<file path="src/rtl/wdt2_pkg.sv">
package wdt2_pkg;
  localparam int ADDR_W = 5;
  localparam int REG_W  = 16;

  // register offsets (software decodes these)
  localparam logic [ADDR_W-1:0] OFS_RELOAD = 5'h00;
  localparam logic [ADDR_W-1:0] OFS_STS1   = 5'h04;
  localparam logic [ADDR_W-1:0] OFS_STS2   = 5'h06;
  localparam logic [ADDR_W-1:0] OFS_CTRL   = 5'h08;
  localparam logic [ADDR_W-1:0] OFS_INIT   = 5'h12;

  // bit positions
  localparam int B_TIMEOUT = 3;   // status 0x04
  localparam int B_SECOND  = 1;   // status 0x06
  localparam int B_BOOT    = 2;   // status 0x06
  localparam int B_HALT    = 11;  // control
  localparam int B_NOREB   = 1;   // control
  localparam int B_IRQEN   = 0;   // control

  localparam int MIN_TICKS = 4;

  // one tick is 0.6 s
  function automatic int secs_to_ticks(input int secs);
    return (secs * 10) / 6;
  endfunction

  function automatic logic init_ok(input logic [REG_W-1:0] v);
    return v >= REG_W'(MIN_TICKS);
  endfunction
endpackage

</file>
<file path="src/rtl/wdt2_prescale.sv">
module wdt2_prescale #(
  parameter int TICK_CYCLES = 75_000_000
) (
  input  logic clk,
  input  logic rst_n,
  input  logic run,
  input  logic restart,
  output logic tick
);
  localparam int PW = (TICK_CYCLES > 1) ? $clog2(TICK_CYCLES) : 1;
  localparam logic [PW-1:0] LAST = PW'(TICK_CYCLES - 1);

  logic [PW-1:0] div_q;

  assign tick = run && (div_q == LAST);

  always_ff @(posedge clk) begin
    if (!rst_n)                div_q <= '0;
    else if (restart || !run)  div_q <= '0;
    else if (tick)             div_q <= '0;
    else                       div_q <= div_q + 1'b1;
  end

  a_r5_no_tick_halted: assert property (@(posedge clk) disable iff (!rst_n)
    !run |-> !tick);
endmodule

</file>
<file path="src/rtl/wdt2_counter.sv">
module wdt2_counter #(
  parameter int CNT_W = 10,
  parameter logic [CNT_W-1:0] RST_COUNT = '0
) (
  input  logic             clk,
  input  logic             rst_n,
  input  logic             tick,
  input  logic             reload,
  input  logic [CNT_W-1:0] init_val,
  output logic [CNT_W-1:0] count,
  output logic             expire
);
  assign expire = tick && !reload && (count == '0);

  always_ff @(posedge clk) begin
    if (!rst_n)                count <= RST_COUNT;
    else if (reload || expire) count <= init_val;
    else if (tick)             count <= count - 1'b1;
  end

  a_r6_step: assert property (@(posedge clk) disable iff (!rst_n)
    (tick && !reload && count != '0) |=> count == $past(count) - 1'b1);
  a_r4_reload: assert property (@(posedge clk) disable iff (!rst_n)
    reload |=> count == $past(init_val));
  a_r6_expire_reload: assert property (@(posedge clk) disable iff (!rst_n)
    expire |=> count == $past(init_val));
endmodule

</file>
<file path="src/rtl/wdt2_status.sv">
module wdt2_status (
  input  logic clk,
  input  logic rst_n,
  input  logic expire,
  input  logic irq_en,
  input  logic no_reboot,
  input  logic clr_timeout,
  input  logic clr_second,
  input  logic clr_boot,
  output logic sts_timeout,
  output logic sts_second,
  output logic sts_boot,
  output logic smi_req,
  output logic reboot_req,
  output logic first_exp,
  output logic second_exp
);
  assign first_exp  = expire && !sts_timeout;
  assign second_exp = expire && sts_timeout;

  always_ff @(posedge clk) begin
    if (!rst_n) begin
      sts_timeout <= 1'b0;
      sts_second  <= 1'b0;
      sts_boot    <= 1'b1;
      smi_req     <= 1'b0;
      reboot_req  <= 1'b0;
    end else begin
      sts_timeout <= first_exp  || (sts_timeout && !clr_timeout);
      sts_second  <= second_exp || (sts_second && !clr_second);
      sts_boot    <= sts_boot && !clr_boot;
      smi_req     <= first_exp && irq_en;
      reboot_req  <= second_exp && !no_reboot;
    end
  end

  a_r7_smi_flag: assert property (@(posedge clk) disable iff (!rst_n)
    smi_req |-> sts_timeout);
  a_r7_smi_pulse: assert property (@(posedge clk) disable iff (!rst_n)
    smi_req |=> !smi_req);
  a_r8_reboot_gate: assert property (@(posedge clk) disable iff (!rst_n)
    reboot_req |-> (sts_second && !$past(no_reboot)));
  a_r8_reboot_pulse: assert property (@(posedge clk) disable iff (!rst_n)
    reboot_req |=> !reboot_req);
  a_r9_clear: assert property (@(posedge clk) disable iff (!rst_n)
    (clr_second && !second_exp) |=> !sts_second);
  a_r10_boot_no_rise: assert property (@(posedge clk) disable iff (!rst_n)
    !$rose(sts_boot));
endmodule

</file>
<file path="src/rtl/wdt2_regs.sv">
module wdt2_regs
  import wdt2_pkg::*;
#(
  parameter int CNT_W = 10,
  parameter logic [CNT_W-1:0] RST_INIT = '0
) (
  input  logic              clk,
  input  logic              rst_n,
  input  logic [ADDR_W-1:0] addr,
  input  logic              wr_en,
  input  logic [REG_W-1:0]  wr_data,
  input  logic [CNT_W-1:0]  count,
  input  logic              sts_timeout,
  input  logic              sts_second,
  input  logic              sts_boot,
  output logic [REG_W-1:0]  rd_data,
  output logic              halt,
  output logic              irq_en,
  output logic              no_reboot,
  output logic [CNT_W-1:0]  init_val,
  output logic              reload_wr,
  output logic              clr_timeout,
  output logic              clr_second,
  output logic              clr_boot
);
  localparam int HI_W = REG_W - CNT_W;

  logic [HI_W-1:0] init_hi;
  logic wr_init, wr_ctrl, wr_sts1, wr_sts2;
  logic unused_bits;

  assign wr_init   = wr_en && (addr == OFS_INIT);
  assign wr_ctrl   = wr_en && (addr == OFS_CTRL);
  assign wr_sts1   = wr_en && (addr == OFS_STS1);
  assign wr_sts2   = wr_en && (addr == OFS_STS2);
  assign reload_wr = wr_en && (addr == OFS_RELOAD) && wr_data[0];

  assign clr_timeout = wr_sts1 && wr_data[B_TIMEOUT];
  assign clr_second  = wr_sts2 && wr_data[B_SECOND];
  assign clr_boot    = wr_sts2 && wr_data[B_BOOT];

  assign unused_bits = ^wr_data;

  always_ff @(posedge clk) begin
    if (!rst_n) begin
      halt      <= 1'b1;
      no_reboot <= 1'b1;
      irq_en    <= 1'b0;
      init_val  <= RST_INIT;
      init_hi   <= '0;
    end else begin
      if (wr_ctrl) begin
        halt      <= wr_data[B_HALT];
        no_reboot <= wr_data[B_NOREB];
        irq_en    <= wr_data[B_IRQEN];
      end
      if (wr_init) begin
        init_hi <= wr_data[REG_W-1:CNT_W];
        if (init_ok(REG_W'(wr_data[CNT_W-1:0])))
          init_val <= wr_data[CNT_W-1:0];
      end
    end
  end

  always_comb begin
    rd_data = '0;
    case (addr)
      OFS_RELOAD: rd_data[CNT_W-1:0] = count;
      OFS_STS1:   rd_data[B_TIMEOUT] = sts_timeout;
      OFS_STS2: begin
        rd_data[B_SECOND] = sts_second;
        rd_data[B_BOOT]   = sts_boot;
      end
      OFS_CTRL: begin
        rd_data[B_HALT]  = halt;
        rd_data[B_NOREB] = no_reboot;
        rd_data[B_IRQEN] = irq_en;
      end
      OFS_INIT:   rd_data = {init_hi, init_val};
      default:    rd_data = '0;
    endcase
  end

  a_r3_reject_small: assert property (@(posedge clk) disable iff (!rst_n)
    (wr_init && !init_ok(REG_W'(wr_data[CNT_W-1:0]))) |=> $stable(init_val));
  a_r2_init_take: assert property (@(posedge clk) disable iff (!rst_n)
    (wr_init && init_ok(REG_W'(wr_data[CNT_W-1:0]))) |=> init_val == $past(wr_data[CNT_W-1:0]));
  a_r11_ctrl_take: assert property (@(posedge clk) disable iff (!rst_n)
    wr_ctrl |=> (no_reboot == $past(wr_data[B_NOREB]) && halt == $past(wr_data[B_HALT])));
endmodule

</file>
<file path="src/rtl/wdt2_top.sv">
module wdt2_top
  import wdt2_pkg::*;
#(
  parameter int TICK_CYCLES   = 75_000_000,
  parameter int CNT_W         = 10,
  parameter int RESET_SECONDS = 3
) (
  input  logic              clk,
  input  logic              rst_n,
  input  logic [ADDR_W-1:0] addr,
  input  logic              wr_en,
  input  logic [REG_W-1:0]  wr_data,
  output logic [REG_W-1:0]  rd_data,
  output logic              smi_req,
  output logic              reboot_req
);
  localparam logic [CNT_W-1:0] RST_TICKS = CNT_W'(secs_to_ticks(RESET_SECONDS));

  logic             tick, expire, first_exp, second_exp;
  logic             halt, irq_en, no_reboot, reload_wr;
  logic             clr_timeout, clr_second, clr_boot;
  logic             sts_timeout, sts_second, sts_boot;
  logic [CNT_W-1:0] count, init_val;

  wdt2_regs #(.CNT_W(CNT_W), .RST_INIT(RST_TICKS)) u_regs (
    .clk(clk), .rst_n(rst_n), .addr(addr), .wr_en(wr_en), .wr_data(wr_data),
    .count(count), .sts_timeout(sts_timeout), .sts_second(sts_second),
    .sts_boot(sts_boot), .rd_data(rd_data), .halt(halt), .irq_en(irq_en),
    .no_reboot(no_reboot), .init_val(init_val), .reload_wr(reload_wr),
    .clr_timeout(clr_timeout), .clr_second(clr_second), .clr_boot(clr_boot)
  );

  wdt2_prescale #(.TICK_CYCLES(TICK_CYCLES)) u_presc (
    .clk(clk), .rst_n(rst_n), .run(!halt), .restart(reload_wr), .tick(tick)
  );

  wdt2_counter #(.CNT_W(CNT_W), .RST_COUNT(RST_TICKS)) u_cnt (
    .clk(clk), .rst_n(rst_n), .tick(tick), .reload(reload_wr),
    .init_val(init_val), .count(count), .expire(expire)
  );

  wdt2_status u_sts (
    .clk(clk), .rst_n(rst_n), .expire(expire), .irq_en(irq_en),
    .no_reboot(no_reboot), .clr_timeout(clr_timeout), .clr_second(clr_second),
    .clr_boot(clr_boot), .sts_timeout(sts_timeout), .sts_second(sts_second),
    .sts_boot(sts_boot), .smi_req(smi_req), .reboot_req(reboot_req),
    .first_exp(first_exp), .second_exp(second_exp)
  );

  a_r5_halt_freeze: assert property (@(posedge clk) disable iff (!rst_n)
    (halt && !reload_wr) |=> $stable(count));
  a_r8_needs_flag: assert property (@(posedge clk) disable iff (!rst_n)
    $rose(sts_second) |-> $past(sts_timeout));
  a_r7_exp_exclusive: assert property (@(posedge clk) disable iff (!rst_n)
    !(first_exp && second_exp));
endmodule

</file>
<file path="config.mk">
export PLATFORM = sky130hd
export DESIGN_NAME = wdt2_top
export DESIGN_NICKNAME = d
export VERILOG_FILES = /design/src/rtl/wdt2_pkg.sv /design/src/rtl/wdt2_prescale.sv /design/src/rtl/wdt2_counter.sv /design/src/rtl/wdt2_status.sv /design/src/rtl/wdt2_regs.sv /design/src/rtl/wdt2_top.sv
export SDC_FILE = /design/constraint.sdc
export NUM_CORES = 1
export LEC_CHECK = 0
export ABC_AREA = 1
export CORE_ASPECT_RATIO = 0.6
export CORE_MARGIN = 8
export CORE_UTILIZATION = 60
export CTS_CLUSTER_SIZE = 25
export DETAILED_ROUTE_END_ITERATION = 8
export HOLD_SLACK_MARGIN = 0.1
export PLACE_DENSITY = 0.89
export SYNTH_ARGS = -nofsm -noshare
export SYNTH_HDL_FRONTEND = slang
export SYNTH_SLANG_ARGS = --single-unit
</file>
<file path="constraint.sdc">
create_clock -name clk -period 3.7 [get_ports clk]
set_input_delay 0.74 -clock clk [delete_from_list [all_inputs] [get_ports clk]]
set_output_delay 0.74 -clock clk [all_outputs]
set_load 0.01 [all_outputs]
</file>
======== Word level (Yosys, flattened, before mapping) ========
Cells that the tools add are included.
word-level totals
  register bits ........................... 61
  latch bits .............................. 0
  memory bits (writable) .................. 0
  ROM bits ................................ 0
  bits of input ports ..................... 24
  output and inout bits ................... 18
  memories kept ........................... 0
operators by class
  $add $sub $neg .......................... 2
  $mul .................................... 0
  divide/modulo/power cells ............... 0
  order comparisons ....................... 1
  equal/unequal tests ..................... 5
  shift-type cells ........................ 0
  muxes and demuxes ....................... 10
  bitwise operators ....................... 1
  reduce and logical (&&, ||, !) cells .... 35
operators by type and width
  cell                                                                     number
  27-bit by 1-bit adder with 27-bit output (second input constant)         1
  27-bit equality test (second input constant)                             1
  10-bit two-way mux                                                       2
  1-bit logical AND                                                        19
  6-bit case mux with 2 select lines                                       1
  5-bit by 3-bit equality test with 1-bit output (second input constant)   2
  10-bit by 3-bit >= comparator with 1-bit output (second input constant)  1
  10-bit zero test                                                         1
  10-bit by 1-bit subtractor with 10-bit output (second input constant)    1
  1-bit case mux with 3 select lines                                       3
  1-bit zero test                                                          7
  5-bit by 4-bit equality test with 1-bit output (second input constant)   1
  5-bit equality test (second input constant)                              1
  5-bit zero test                                                          1
  1-bit logical OR                                                         4
  4-bit two-way mux                                                        1
  1-bit case mux with 4 select lines                                       1
  3-bit OR reduction                                                       1
  1-bit case mux with 2 select lines                                       1
  2-bit AND reduction                                                      1
  2-bit nonzero test                                                       1
  1-bit two-way mux                                                        1
  1-bit inverter                                                           1

======== Longest topological paths before layout ========
  depth in word-level cells ............... 8
  depth in mapped cells ................... 12
  depth with buffers taken out ............ 12

======== Hierarchy ========
Synthesis repeated with hierarchy kept, for this count alone.
unflattened totals
  cells, all modules ...................... 562
  area total of the unflattened synthesis .. 3597.2 um^2
modules (own cells, without submodules)
  module         instances  cells an instance  area an instance (um^2)
  wdt2_prescale  1          250                1547.7
  wdt2_regs      1          164                1073.5
  wdt2_counter   1          125                789.5
  wdt2_status    1          22                 182.7
  wdt2_top       1          1                  3.8

======== Worst setup path after synthesis ========
Ideal clock, no wire load.
  kind .................................... input -> output
  start point ............................. input addr[0]
  end point ............................... output rd_data[11]
  arrival ................................. 1.495 ns
  required time ........................... 2.960 ns
  slack ................................... 1.465 ns
  stages on the path ...................... 5
  path buffers ............................ 0
  cell sequence ........................... nor2_1 nand2_1 nor3_1 inv_1 o21ai_0
on the way
  cells in the longest elaborated chain, start to end .. 2
  elaborated cells on any way between the ends .. 3
  classes of those cells .................. 2 x eq/ne; 1 x mux
ends and longest elaborated chain
  element                                                                                       RTL line         text
  start: declaration                                                                            wdt2_top.sv:10   input logic [ADDR_W-1:0] addr,
  5-bit equality test / 5-bit by 4-bit equality test with 1-bit output (equally long branches)  wdt2_regs.sv:67  case (addr)
  1-bit case mux with 2 select lines (*)                                                        wdt2_regs.sv:67
  end: declaration                                                                              wdt2_top.sv:13   output logic [REG_W-1:0] rd_data,
Every way passes the cells marked *; elsewhere a longest branch is shown, timed or not.

======== Worst setup path in the final report ========
  start point ............................. input addr[4]
  end point ............................... output rd_data[1]
on the way
  cells in the longest elaborated chain, start to end .. 2
  elaborated cells on any way between the ends .. 5
  classes of those cells .................. 3 x eq/ne; 1 x mux; 1 x reduce/logical
ends and longest elaborated chain
  element                                            RTL line
  5-bit equality test, or another cell as far along  wdt2_regs.sv:67
  1-bit case mux with 4 select lines (*)             wdt2_regs.sv:67
Marks and branches as above.

==> results.py <==
metrics = {
    "floorplan": {
        "core_area_um2": 5544,
        "chipWidth_um": 113.5,
        "die_area_um2": 8453,
        "io_pins": 42,
        "fp.dieH_um": 74.49,
        "initial_core_util": 0.6170,
        "num_rows": 21,
    },
    "place": {
        "port_buffers": 41,
        "gp_congestion": 0.9448,
        "placed_cell_area_um2": 3880,
        "place_ws_ps": 473.5,
        "place_hpwl_um": 7437,
    },
    "detailed_routing": {
        "wirelength_um": 9600,
        "wl_per_cell_um": 15.00,
        "first_iter_violations": 390,
        "drc": 0,
        "postRouteAntennaNets": 0,
        "first_pass_iters": 6,
        "via_per_inst": 5.516,
        "vias": 3530,
    },
    "run_status": {
        "run_status": "finished, final reports clean",
    },
    "yosys": {
        "synthArstFlopShare": 0,
        "ys_types": 36,
        "synth_nets": 538,
        "seq_area_frac_synth": 0.3570,
        "synth-edff-count": 0,
        "ys_seq_elements": 61,
        "synthesis.area_um2": 3421,
        "synth_flop_cell": "dfxtp_1",
        "syn_inst": 511,
        "synth_warnings": 0,
        "postSynthAreaPerCell_um2": 6.694,
    },
    "power": {
        "switchingPower_uw": 327.1,
        "leakagePower_uw": 0.001606,
        "switching_share": 0.2456,
        "seqPwrFrac": 0.496,
        "p_int_uw": 1005,
        "p_clk_frac": 0.454,
        "power_frac_comb": 0.049,
        "peakVddDrop_mv": 0.2827,
        "power_density_nw_per_um2": 326.5,
    },
    "clocking": {
        "cts_buffers": 9,
        "clk_latency_ps": 350,
        "cts.clk_slew.worst_paths_ps": 70,
        "cts.htree.levels": 3,
        "cts_tree": "built",
        "postCtsSetupBuffers": 0,
        "clock_sinks": 61,
        "cts_hold_buffers": 0,
        "post_cts_resized": 0,
        "cts_root_buf": "clkbuf_8",
        "cts.path.max_buffers": 2,
    },
    "cells_and_area": {
        "final_common_cell": "nand2_1",
        "final_area_um2": 4079,
        "final_cell_mix": "nand2_1 (120), nor2_1 (84), inv_1 (65)",
        "diodes": 0,
        "final_layout_size_suffix_gt1_frac": 0.08214,
        "fillers": 462,
        "area_growth_pct": 19.24,
        "final_nets": 582,
    },
    "timing": {
        "final.setup.tns_ps": 0,
        "worst_slack_ps": 436.2,
        "slew_violations": 0,
        "relSlewSlack": 0.6876,
        "hold_violations": 0,
        "setup_viol": 0,
        "fin_crit_ps": 3264,
        "skew_ps": 3.710,
        "grt_setup_unrepaired": "no",
        "tightest_slew_ps": 467.5,
        "hold_ws_ps": 432.6,
        "fin_crit_sh": 0.8821,
        "max_freq_mhz": 306.4,
    },
    "global_route": {
        "first_global_vias": 3127,
        "track_usage": 0.2422,
        "antenna_found_initial": 0,
        "grt-ovfl-total": 0,
        "grt_pass1_wl_um": 15730,
        "grt_max_degree": 27,
    },
    "setup_path": {
        "cp.arrival_ps": 2520,
        "worstPathMaxFanout": 3,
        "crit_type": "input port to output pin",
        "start_kind": "input port",
        "required_ps": 2960,
        "end_kind": "output pin",
    },
    "job": {
        "cap_violations": 0,
    },
    "worst_hold_path": {
        "min_path_type": "flip-flop to flip-flop",
    },
}
## sequential cells by signal, indices dropped and copies added, names as in the netlist
register / flops
u_presc.div_q: 27
u_cnt.count: 10
u_regs.init_val: 10
u_regs.init_hi: 6
u_regs.halt: 1
u_regs.irq_en: 1
u_regs.no_reboot: 1
u_sts.reboot_req: 1
u_sts.smi_req: 1
u_sts.sts_boot: 1
u_sts.sts_second: 1
u_sts.sts_timeout: 1
## power by group through the flow
stage	Combinational [uW]	Sequential, uW	Clock (uW)
after floorplan	27.1	676	0
after global placement	63.2	676	0
after detailed placement	64.5	676	0
after CTS	64.7	661	610
after global routing	71.6	661	647
final	65.7	661	605
## logic make-up (layout without fill, tap and decap cells)
| group | Yosys count | in the layout | synth area share |
|---|---|---|---|
| buffers and inverters | 78 | 127 | 0.09400 |
| and+or+nand+nor | 291 | 291 | 0.3888 |
| adders and majority gates | 3 | 3 | 0.01097 |
| AOI/OAI and AO/OA | 59 | 59 | 0.1006 |
| DFF | 61 | 61 | 0.3570 |
| xor gates and xnor gates | 19 | 19 | 0.04865 |
## worst max-delay path, cell delays in order
cell and delay (ps):
clkdlybuf4s50_1 450, nor2_1 170, nand2_1 90, nor3_1 230, inv_1 100, o21ai_0 170, clkdlybuf4s50_1 580
## cells in the mapped netlist (6+ instances only)
library cell | instances | share of area
xor2_1 | 12 | 0.031
dfxtp_1 | 61 | 0.36
inv_1 | 65 | 0.071
o21ai_0 | 27 | 0.040
xnor2_1 | 7 | 0.018
a21oi_2 | 7 | 0.018
nand4_1 | 11 | 0.020
a21oi_1 | 18 | 0.026
or2_2 | 6 | 0.011
clkbuf_1 | 6 | 0.0066
nand2_1 | 120 | 0.13
nor2_1 | 84 | 0.092
nand3_1 | 42 | 0.061
nor3_1 | 13 | 0.019
## worst paths after layout
kind | slack [ps] | cells after the start | end | from
setup / recovery | 440 | 7 | rd_data[1] | addr[4]
hold / removal | 430 | 1 | u_sts.reboot_req$_SDFF_PN0_ | u_regs.no_reboot$_SDFFE_PN1P_
setup reg to reg | 1580 | 11 | u_cnt.count[9]$_SDFFE_PN0P_ | u_presc.div_q[0]$_SDFF_PP0_
hold reg to reg | 430 | 1 | u_sts.reboot_req$_SDFF_PN0_ | u_regs.no_reboot$_SDFFE_PN1P_
## area by class of cell
class                           count  area [um2]  share of cell area
Clock inverter                      7       75.07             0.01840
Tap cell                           80       100.1             0.02454
Sequential cell                    61        1221              0.2994
Inverter                           68       255.2             0.06258
Multi-Input combinational cell    372        1878              0.4604
Timing Repair Buffer               43       425.4              0.1043
Clock buffer                        9       123.9             0.03037
## per-layer routing
metal,up-vias,wire [um],GRT usage
met2,215,3698,0.3151
met3,21,1375,0.1159
met4,0,108,0.06891
li1,1724,-,-
met1,1570,4418,0.3386
met5,-,0,0
## stage by stage
stage          utilization  power (uW)  cells
3_3_place_gp        0.6998       739.4    624
5_1_grt             0.7357        1379    640
4_1_cts             0.7357        1336    640
6_report            0.7357        1332    640
2_1_floorplan            -       702.8    511
3_5_place_dp        0.6998       740.8    624
Note: power is estimated with default switching activity, not from simulation.
